===== config.mk =====
export PLATFORM = sky130hd
export DESIGN_NAME = wp_cache_lookup
export DESIGN_NICKNAME = d
export VERILOG_FILES = /design/src/rtl/wpc_pkg.sv /design/src/rtl/wpc_way_store.sv /design/src/rtl/wpc_predictor.sv /design/src/rtl/wpc_ctrl.sv /design/src/rtl/wp_cache_lookup.sv
export SDC_FILE = /design/constraint.sdc
export NUM_CORES = 2
export LEC_CHECK = 0
export BUFFER_PORTS_ARGS = -buffer_cell sky130_fd_sc_hd__buf_2
export CAP_MARGIN = 20
export CORE_MARGIN = 2
export CORE_UTILIZATION = 40
export DETAILED_ROUTE_END_ITERATION = 10
export HOLD_SLACK_MARGIN = 0.15
export MAX_ROUTING_LAYER = met4
export PLACE_DENSITY_LB_ADDON = 0.1
export SYNTH_ARGS = -nofsm -noshare
export SYNTH_HDL_FRONTEND = slang
export SYNTH_SLANG_ARGS = --single-unit

===== constraint.sdc =====
create_clock -name clk -period 5.5 [get_ports clk]
set_input_delay 0 -clock clk [delete_from_list [all_inputs] [get_ports clk]]
set_output_delay 0 -clock clk [all_outputs]
set_load 0.02 [all_outputs]

===== src/rtl/wpc_pkg.sv =====
package wpc_pkg;

    typedef enum logic {
        ST_IDLE   = 1'b0,
        ST_SECOND = 1'b1
    } lk_state_t;

    typedef logic way_t;

    function automatic way_t flip_way(way_t w);
        return ~w;
    endfunction

    typedef struct packed {
        logic hit;
        logic first;
    } resp_flags_t;

endpackage


===== src/rtl/wpc_way_store.sv =====
module wpc_way_store #(
    parameter int SET_W  = 4,
    parameter int TAG_W  = 12,
    parameter int DATA_W = 32,
    localparam int SETS  = 1 << SET_W
) (
    input  logic                        clk,
    input  logic                        rst,
    input  logic                        wr_en,
    input  logic                        wr_way,
    input  logic [SET_W-1:0]            wr_idx,
    input  logic [TAG_W-1:0]            wr_tag,
    input  logic [DATA_W-1:0]           wr_data,
    input  logic [SET_W-1:0]            rd_idx,
    output logic [1:0][TAG_W-1:0]       rd_tag,
    output logic [1:0]                  rd_vld,
    output logic [1:0][DATA_W-1:0]      rd_data
);

    for (genvar w = 0; w < 2; w++) begin : g_way
        logic [TAG_W-1:0]  tag_q  [SETS];
        logic [DATA_W-1:0] data_q [SETS];
        logic [SETS-1:0]   vld_q;
        logic              wr_here;

        assign wr_here = wr_en && (wr_way == w[0]);

        always_ff @(posedge clk) begin
            if (rst) begin
                vld_q <= '0;
            end else if (wr_here) begin
                vld_q[wr_idx] <= 1'b1;
            end
        end

        always_ff @(posedge clk) begin
            if (wr_here) begin
                tag_q[wr_idx]  <= wr_tag;
                data_q[wr_idx] <= wr_data;
            end
        end

        assign rd_tag[w]  = tag_q[rd_idx];
        assign rd_data[w] = data_q[rd_idx];
        assign rd_vld[w]  = vld_q[rd_idx];
    end

endmodule


===== src/rtl/wpc_predictor.sv =====
module wpc_predictor
    import wpc_pkg::*;
#(
    parameter int SET_W = 4,
    localparam int SETS = 1 << SET_W
) (
    input  logic             clk,
    input  logic             rst,
    input  logic [SET_W-1:0] rd_idx,
    output way_t             rd_way,
    input  logic             upd_en,
    input  logic [SET_W-1:0] upd_idx,
    input  way_t             upd_way,
    input  logic             fill_en,
    input  logic [SET_W-1:0] fill_idx,
    input  way_t             fill_way
);

    logic [SETS-1:0] pred_q;

    always_ff @(posedge clk) begin
        if (rst) begin
            pred_q <= '0;
        end else begin
            if (upd_en) begin
                pred_q[upd_idx] <= upd_way;
            end
            // a fill is written last so it wins on a shared set
            if (fill_en) begin
                pred_q[fill_idx] <= fill_way;
            end
        end
    end

    assign rd_way = pred_q[rd_idx];

    AST_FILL_POINTS: assert property (@(posedge clk) disable iff (rst)
        fill_en |=> pred_q[$past(fill_idx)] == $past(fill_way));

    AST_HIT_POINTS: assert property (@(posedge clk) disable iff (rst)
        (upd_en && !(fill_en && fill_idx == upd_idx))
        |=> pred_q[$past(upd_idx)] == $past(upd_way));

endmodule


===== src/rtl/wpc_ctrl.sv =====
module wpc_ctrl
    import wpc_pkg::*;
#(
    parameter int ADDR_W = 16,
    parameter int SET_W  = 4,
    parameter int DATA_W = 32,
    localparam int TAG_W = ADDR_W - SET_W
) (
    input  logic                   clk,
    input  logic                   rst,
    input  logic                   req_valid,
    input  logic [ADDR_W-1:0]      req_addr,
    output logic                   req_ready,
    output logic [SET_W-1:0]       lk_idx,
    input  logic [1:0][TAG_W-1:0]  way_tag,
    input  logic [1:0]             way_vld,
    input  logic [1:0][DATA_W-1:0] way_data,
    input  way_t                   pred_way,
    output logic                   upd_en,
    output way_t                   upd_way,
    output logic                   resp_valid,
    output logic [DATA_W-1:0]      resp_data,
    output logic                   resp_hit,
    output logic                   resp_first
);

    lk_state_t         st_q;
    logic [ADDR_W-1:0] hold_addr_q;
    way_t              hold_way_q;
    resp_flags_t       flags_q;

    logic [ADDR_W-1:0] cur_addr;
    logic [TAG_W-1:0]  cur_tag;
    way_t              check_way;
    logic [DATA_W-1:0] spec_data;
    logic              tag_match;
    logic              accept;
    logic              active;

    assign req_ready = (st_q == ST_IDLE);
    assign accept    = req_valid && req_ready;
    assign active    = accept || (st_q == ST_SECOND);

    assign cur_addr  = (st_q == ST_SECOND) ? hold_addr_q : req_addr;
    assign lk_idx    = cur_addr[SET_W-1:0];
    assign cur_tag   = cur_addr[ADDR_W-1:SET_W];

    // first try follows the prediction, second try the opposite way
    assign check_way = (st_q == ST_SECOND) ? flip_way(hold_way_q) : pred_way;

    // data mux steered before the compare result exists
    assign spec_data = way_data[check_way];
    assign tag_match = way_vld[check_way] && (way_tag[check_way] == cur_tag);

    assign upd_en  = active && tag_match;
    assign upd_way = check_way;

    always_ff @(posedge clk) begin
        if (rst) begin
            st_q        <= ST_IDLE;
            resp_valid  <= 1'b0;
            resp_data   <= '0;
            flags_q     <= '0;
            hold_addr_q <= '0;
            hold_way_q  <= 1'b0;
        end else begin
            resp_valid <= 1'b0;
            unique case (st_q)
                ST_IDLE: begin
                    if (accept) begin
                        if (tag_match) begin
                            resp_valid <= 1'b1;
                            resp_data  <= spec_data;
                            flags_q    <= '{hit: 1'b1, first: 1'b1};
                        end else begin
                            st_q        <= ST_SECOND;
                            hold_addr_q <= req_addr;
                            hold_way_q  <= pred_way;
                        end
                    end
                end
                ST_SECOND: begin
                    resp_valid <= 1'b1;
                    resp_data  <= tag_match ? spec_data : '0;
                    flags_q    <= '{hit: tag_match, first: 1'b0};
                    st_q       <= ST_IDLE;
                end
                default: st_q <= ST_IDLE;
            endcase
        end
    end

    assign resp_hit   = flags_q.hit;
    assign resp_first = flags_q.first;

    AST_FAST_HIT: assert property (@(posedge clk) disable iff (rst)
        (accept && tag_match) |=> (resp_valid && resp_first && resp_hit));

    AST_BUSY_AFTER_MISPRED: assert property (@(posedge clk) disable iff (rst)
        (accept && !tag_match) |=> !req_ready);

    AST_SECOND_TRY_LATE: assert property (@(posedge clk) disable iff (rst)
        !req_ready |=> (resp_valid && !resp_first));

    AST_MISS_TWO_CYCLES: assert property (@(posedge clk) disable iff (rst)
        (resp_valid && !resp_hit) |-> $past(!req_ready));

endmodule


===== src/rtl/wp_cache_lookup.sv =====
module wp_cache_lookup
    import wpc_pkg::*;
#(
    parameter int ADDR_W = 16,
    parameter int SET_W  = 4,
    parameter int DATA_W = 32
) (
    input  logic              clk,
    input  logic              rst,
    input  logic              req_valid,
    input  logic [ADDR_W-1:0] req_addr,
    output logic              req_ready,
    input  logic              fill_valid,
    input  logic [ADDR_W-1:0] fill_addr,
    input  logic              fill_way,
    input  logic [DATA_W-1:0] fill_data,
    output logic              resp_valid,
    output logic [DATA_W-1:0] resp_data,
    output logic              resp_hit,
    output logic              resp_first
);

    localparam int TAG_W = ADDR_W - SET_W;

    logic [SET_W-1:0]       lk_idx;
    logic [1:0][TAG_W-1:0]  way_tag;
    logic [1:0]             way_vld;
    logic [1:0][DATA_W-1:0] way_data;
    way_t                   pred_way;
    logic                   upd_en;
    way_t                   upd_way;

    wpc_way_store #(
        .SET_W (SET_W),
        .TAG_W (TAG_W),
        .DATA_W(DATA_W)
    ) u_store (
        .clk    (clk),
        .rst    (rst),
        .wr_en  (fill_valid),
        .wr_way (fill_way),
        .wr_idx (fill_addr[SET_W-1:0]),
        .wr_tag (fill_addr[ADDR_W-1:SET_W]),
        .wr_data(fill_data),
        .rd_idx (lk_idx),
        .rd_tag (way_tag),
        .rd_vld (way_vld),
        .rd_data(way_data)
    );

    wpc_predictor #(
        .SET_W(SET_W)
    ) u_pred (
        .clk     (clk),
        .rst     (rst),
        .rd_idx  (lk_idx),
        .rd_way  (pred_way),
        .upd_en  (upd_en),
        .upd_idx (lk_idx),
        .upd_way (upd_way),
        .fill_en (fill_valid),
        .fill_idx(fill_addr[SET_W-1:0]),
        .fill_way(fill_way)
    );

    wpc_ctrl #(
        .ADDR_W(ADDR_W),
        .SET_W (SET_W),
        .DATA_W(DATA_W)
    ) u_ctrl (
        .clk       (clk),
        .rst       (rst),
        .req_valid (req_valid),
        .req_addr  (req_addr),
        .req_ready (req_ready),
        .lk_idx    (lk_idx),
        .way_tag   (way_tag),
        .way_vld   (way_vld),
        .way_data  (way_data),
        .pred_way  (pred_way),
        .upd_en    (upd_en),
        .upd_way   (upd_way),
        .resp_valid(resp_valid),
        .resp_data (resp_data),
        .resp_hit  (resp_hit),
        .resp_first(resp_first)
    );

    AST_NO_STRAY_RESP: assert property (@(posedge clk) disable iff (rst)
        resp_valid |-> ($past(req_valid && req_ready) || $past(!req_ready)));

endmodule


==> results.cfg <==
[synth]
async_flop_share_pct = 0
yosys.cell_types.count = 79
syn-instance-count = 2998
synth_nets = 3067
synth_edf_count = 1408
synth_warnings = 0
syn-cell-area_um2 = 58500
ys_seq_area_share_pct = 75.7
synth_top_cell_area_share_pct = 72.2
synth_top_area_cell = edfxtp_1
ys_ff_latch = 1509
synth.avg_cell_area_um2 = 19.5
synth_area_leaders = edfxtp_1, mux4_2, dfxtp_1
synth_flop_cell = edfxtp_1

[detailed_routing]
detail_route.first_pass.iterations = 7
num_vias = 32018
wl_per_cell_um = 33.5
ant_nets = 0
drt_iter0_drc = 3587
finalWirelength_mm = 180
drc = 0
vias_per_cell = 5.96

[hold_path]
whs_path_depth = 4
holdPathEnd = u_ctrl.resp_valid
hold_path.class = input port to flip-flop
holdCritStartpoint = req_valid

[grt]
antenna_found_initial = 13
grtUsageTotal_pct = 24.4
grt_max_degree = 143
first_global_vias = 32713
grt_pass1_wl_mm = 251
gr-total-overflow = 0

[worst_setup_path]
rr_worst_depth = 13
timing.rr.end = u_ctrl.hold_addr_q[10]
worst-path-stages = 13
ff2ff_setup_slack_ps = 290
cp-start-kind = flip-flop
cp.required_ps = 6210
crit_slowest_cell = dfxtp_1
worst-endpoint-arrival_ps = 5930
reg2reg_from = u_ctrl.hold_addr_q[1]
cp-end-kind = flip-flop
slowest_delay_ps = 750
cp_num_buf_inv = 4
path_class = flip-flop to flip-flop
worstPathMaxFanout = 29
path_cells = mux2_8 -> buf_4 -> mux4_2 -> nor2_1 -> nor4_1 -> nor2_1 -> nor4_1 -> buf_4 -> a2bb2oi_2 -> o211ai_1 -> buf_12 -> mux2i_1 -> dlygate4sd3_1
cpLargestDelayFamily = simple AND/OR/NAND/NOR gates

[die]
core-area_um2 = 145000
floorplan.initialDensity_pct = 40.3
die-area_um2 = 149000
io_pins = 105
std_cell_rows = 140
die_w_um = 387
dieHeight_um = 387

[layout]
syn_to_final_growth_pct = 16.5
instances_no_fill = 5373
final_cell_mix = edfxtp_1, mux4_2, clkbuf_16
fin_nets = 3379
final_common_cell = edfxtp_1
utilization_pct = 46.9
drive_gt1_share_pct = 24.1

[timing]
timing.final.crit_share_pct = 94.8
fin_skew_ps = 31.1
max_freq_mhz = 192
drv_slew = 0
fin_crit_ps = 5210
worst_pin_slew_ps = 1180
tns_ps = 0
relSlewSlack_pct = 21.5
hold_viol_final = 0
grt_setup_unrepaired = no
setup_violations = 0

[clock_network]
cts_buffer_depth = 3
cts-root-buf = clkbuf_16
post_cts_buffers = 0
cts_sinks = 1509
htreeDepth = 4
clk_pin_slew_ps = 60
cts_tree = built
worstSkewPairLatency_ps = 790
cts_buffers = 163

[place]
dp.cells = 4945
dpl.hpwl_mm = 94.4
portBuffers = 104
place_congestion = 0.876

[job]
maxCapViolCount = 0

[power_and_ir_drop]
p_leak_nw = 21.8
power_density_nw_per_um2 = 371
total_power_mw = 25.3
irDropWorstVdd_v = 0.000256

[status]
status = complete, no violations
## through the flow
step           cell area (um2)  setup WS [ps]  hold WS [ps]
6_report                 68200            287           210
2_1_floorplan            58500           40.0          98.9
3_3_place_gp             61700            326           271
5_1_grt                  68200            132           190
3_5_place_dp             61700            408           287
4_1_cts                  68200           81.9           163
## registers in the layout, indices dropped and copies added (netlist names), 16 cells and up
signal                flops
u_ctrl.hold_addr_q       16
u_ctrl.resp_data         32
u_pred.pred_q            16
u_store.g_way.data_q   1024
u_store.g_way.tag_q     384
u_store.g_way.vld_q      32
## power breakdown
part | internal, mW | switching (mW) | leakage, nW
combinational | 0.692 | 1.12 | 5.74
clock | 6.24 | 4.53 | 2.58
sequential | 12.7 | 0.0475 | 13.5
total | 19.6 | 5.70 | 21.8
## metal layers
layer	part of all wire (%)	wire [um]	up-vias	GRT usage (%)
li1	-	-	13121	-
met1	43	78100	17285	33.7
met2	48	86400	1337	38.5
met3	6.2	11200	275	3.59
met4	2.3	4220	0	6.06
met5	0	0	-	-
## worst max-delay path by stage
stage          slack (ps)                  start                            end
2_1_floorplan          40           fill_addr[2]  u_store.g_way[0].data_q[0][0]
3_3_place_gp          330            u_ctrl.st_q            u_ctrl.resp_data[1]
3_5_place_dp          410            u_ctrl.st_q              u_pred.pred_q[13]
4_1_cts                80            u_ctrl.st_q         u_ctrl.hold_addr_q[10]
5_1_grt               130  u_ctrl.hold_addr_q[1]         u_ctrl.hold_addr_q[10]
6_report              290  u_ctrl.hold_addr_q[1]         u_ctrl.hold_addr_q[10]
## final cells by class
| cell class | instances | area, um2 |
|---|---|---|
| clock buffer | 229 | 4650 |
| timing repair buffer | 335 | 2620 |
| clock inverter | 75 | 629 |
| antenna | 7 | 17.5 |
| multi-input combinational | 1297 | 13600 |
| fill | 12206 | 77200 |
| sequential | 1509 | 44300 |
| inverter | 4 | 15.0 |
| tap | 1917 | 2400 |
## worst min-delay path: cells and delay by family
family | cells | cell delay (ps)
buf+inv | 2 | 760
simple gates | 1 | 100
compound gates | 1 | 60
## what timing repair did
action,4_1_cts,5_1_grt
hold buffers,115,0
gates resized for setup,0,1
hold endpoints to repair,1595,0
setup endpoints to repair,0,15
## cell usage after synthesis, types with 6 or more instances
cell,number
o21ai_0,6
o41ai_1,13
and2_1,13
clkbuf_1,107
or2_2,9
buf_4,9
a221oi_1,11
dfxtp_1,101
buf_6,9
nor4_1,21
a21o_1,39
and3_1,10
a311oi_1,11
a41oi_1,6
a21oi_1,87
o221ai_1,7
nor3_1,17
or4_1,9
a22o_1,38
nor2_1,160
a22oi_1,146
buf_1,22
nand2_1,86
nand2b_1,37
edfxtp_1,1408
mux2i_1,96
mux4_2,298
nand3b_1,8
a31oi_1,41
o22ai_1,9
buf_2,41
a21boi_0,8
a32oi_1,10
nand3_1,10
## logic make-up (layout without fill, tap and decap cells)
| family | Yosys count | count (layout) | share of synthesized area [%] |
|---|---|---|---|
| buffers and inverters | 194 | 643 | 1.55 |
| AND/OR/NAND/NOR | 417 | 417 | 3.53 |
| AO/OA/AOI/OAI | 472 | 472 | 5.90 |
| XOR/XNOR | 7 | 7 | 0.105 |
| other | 0 | 7 | 0 |
| flip-flops | 1509 | 1509 | 75.7 |
| multiplexers | 399 | 401 | 13.2 |
No activity file was read; power rests on OpenSTA's default activity.
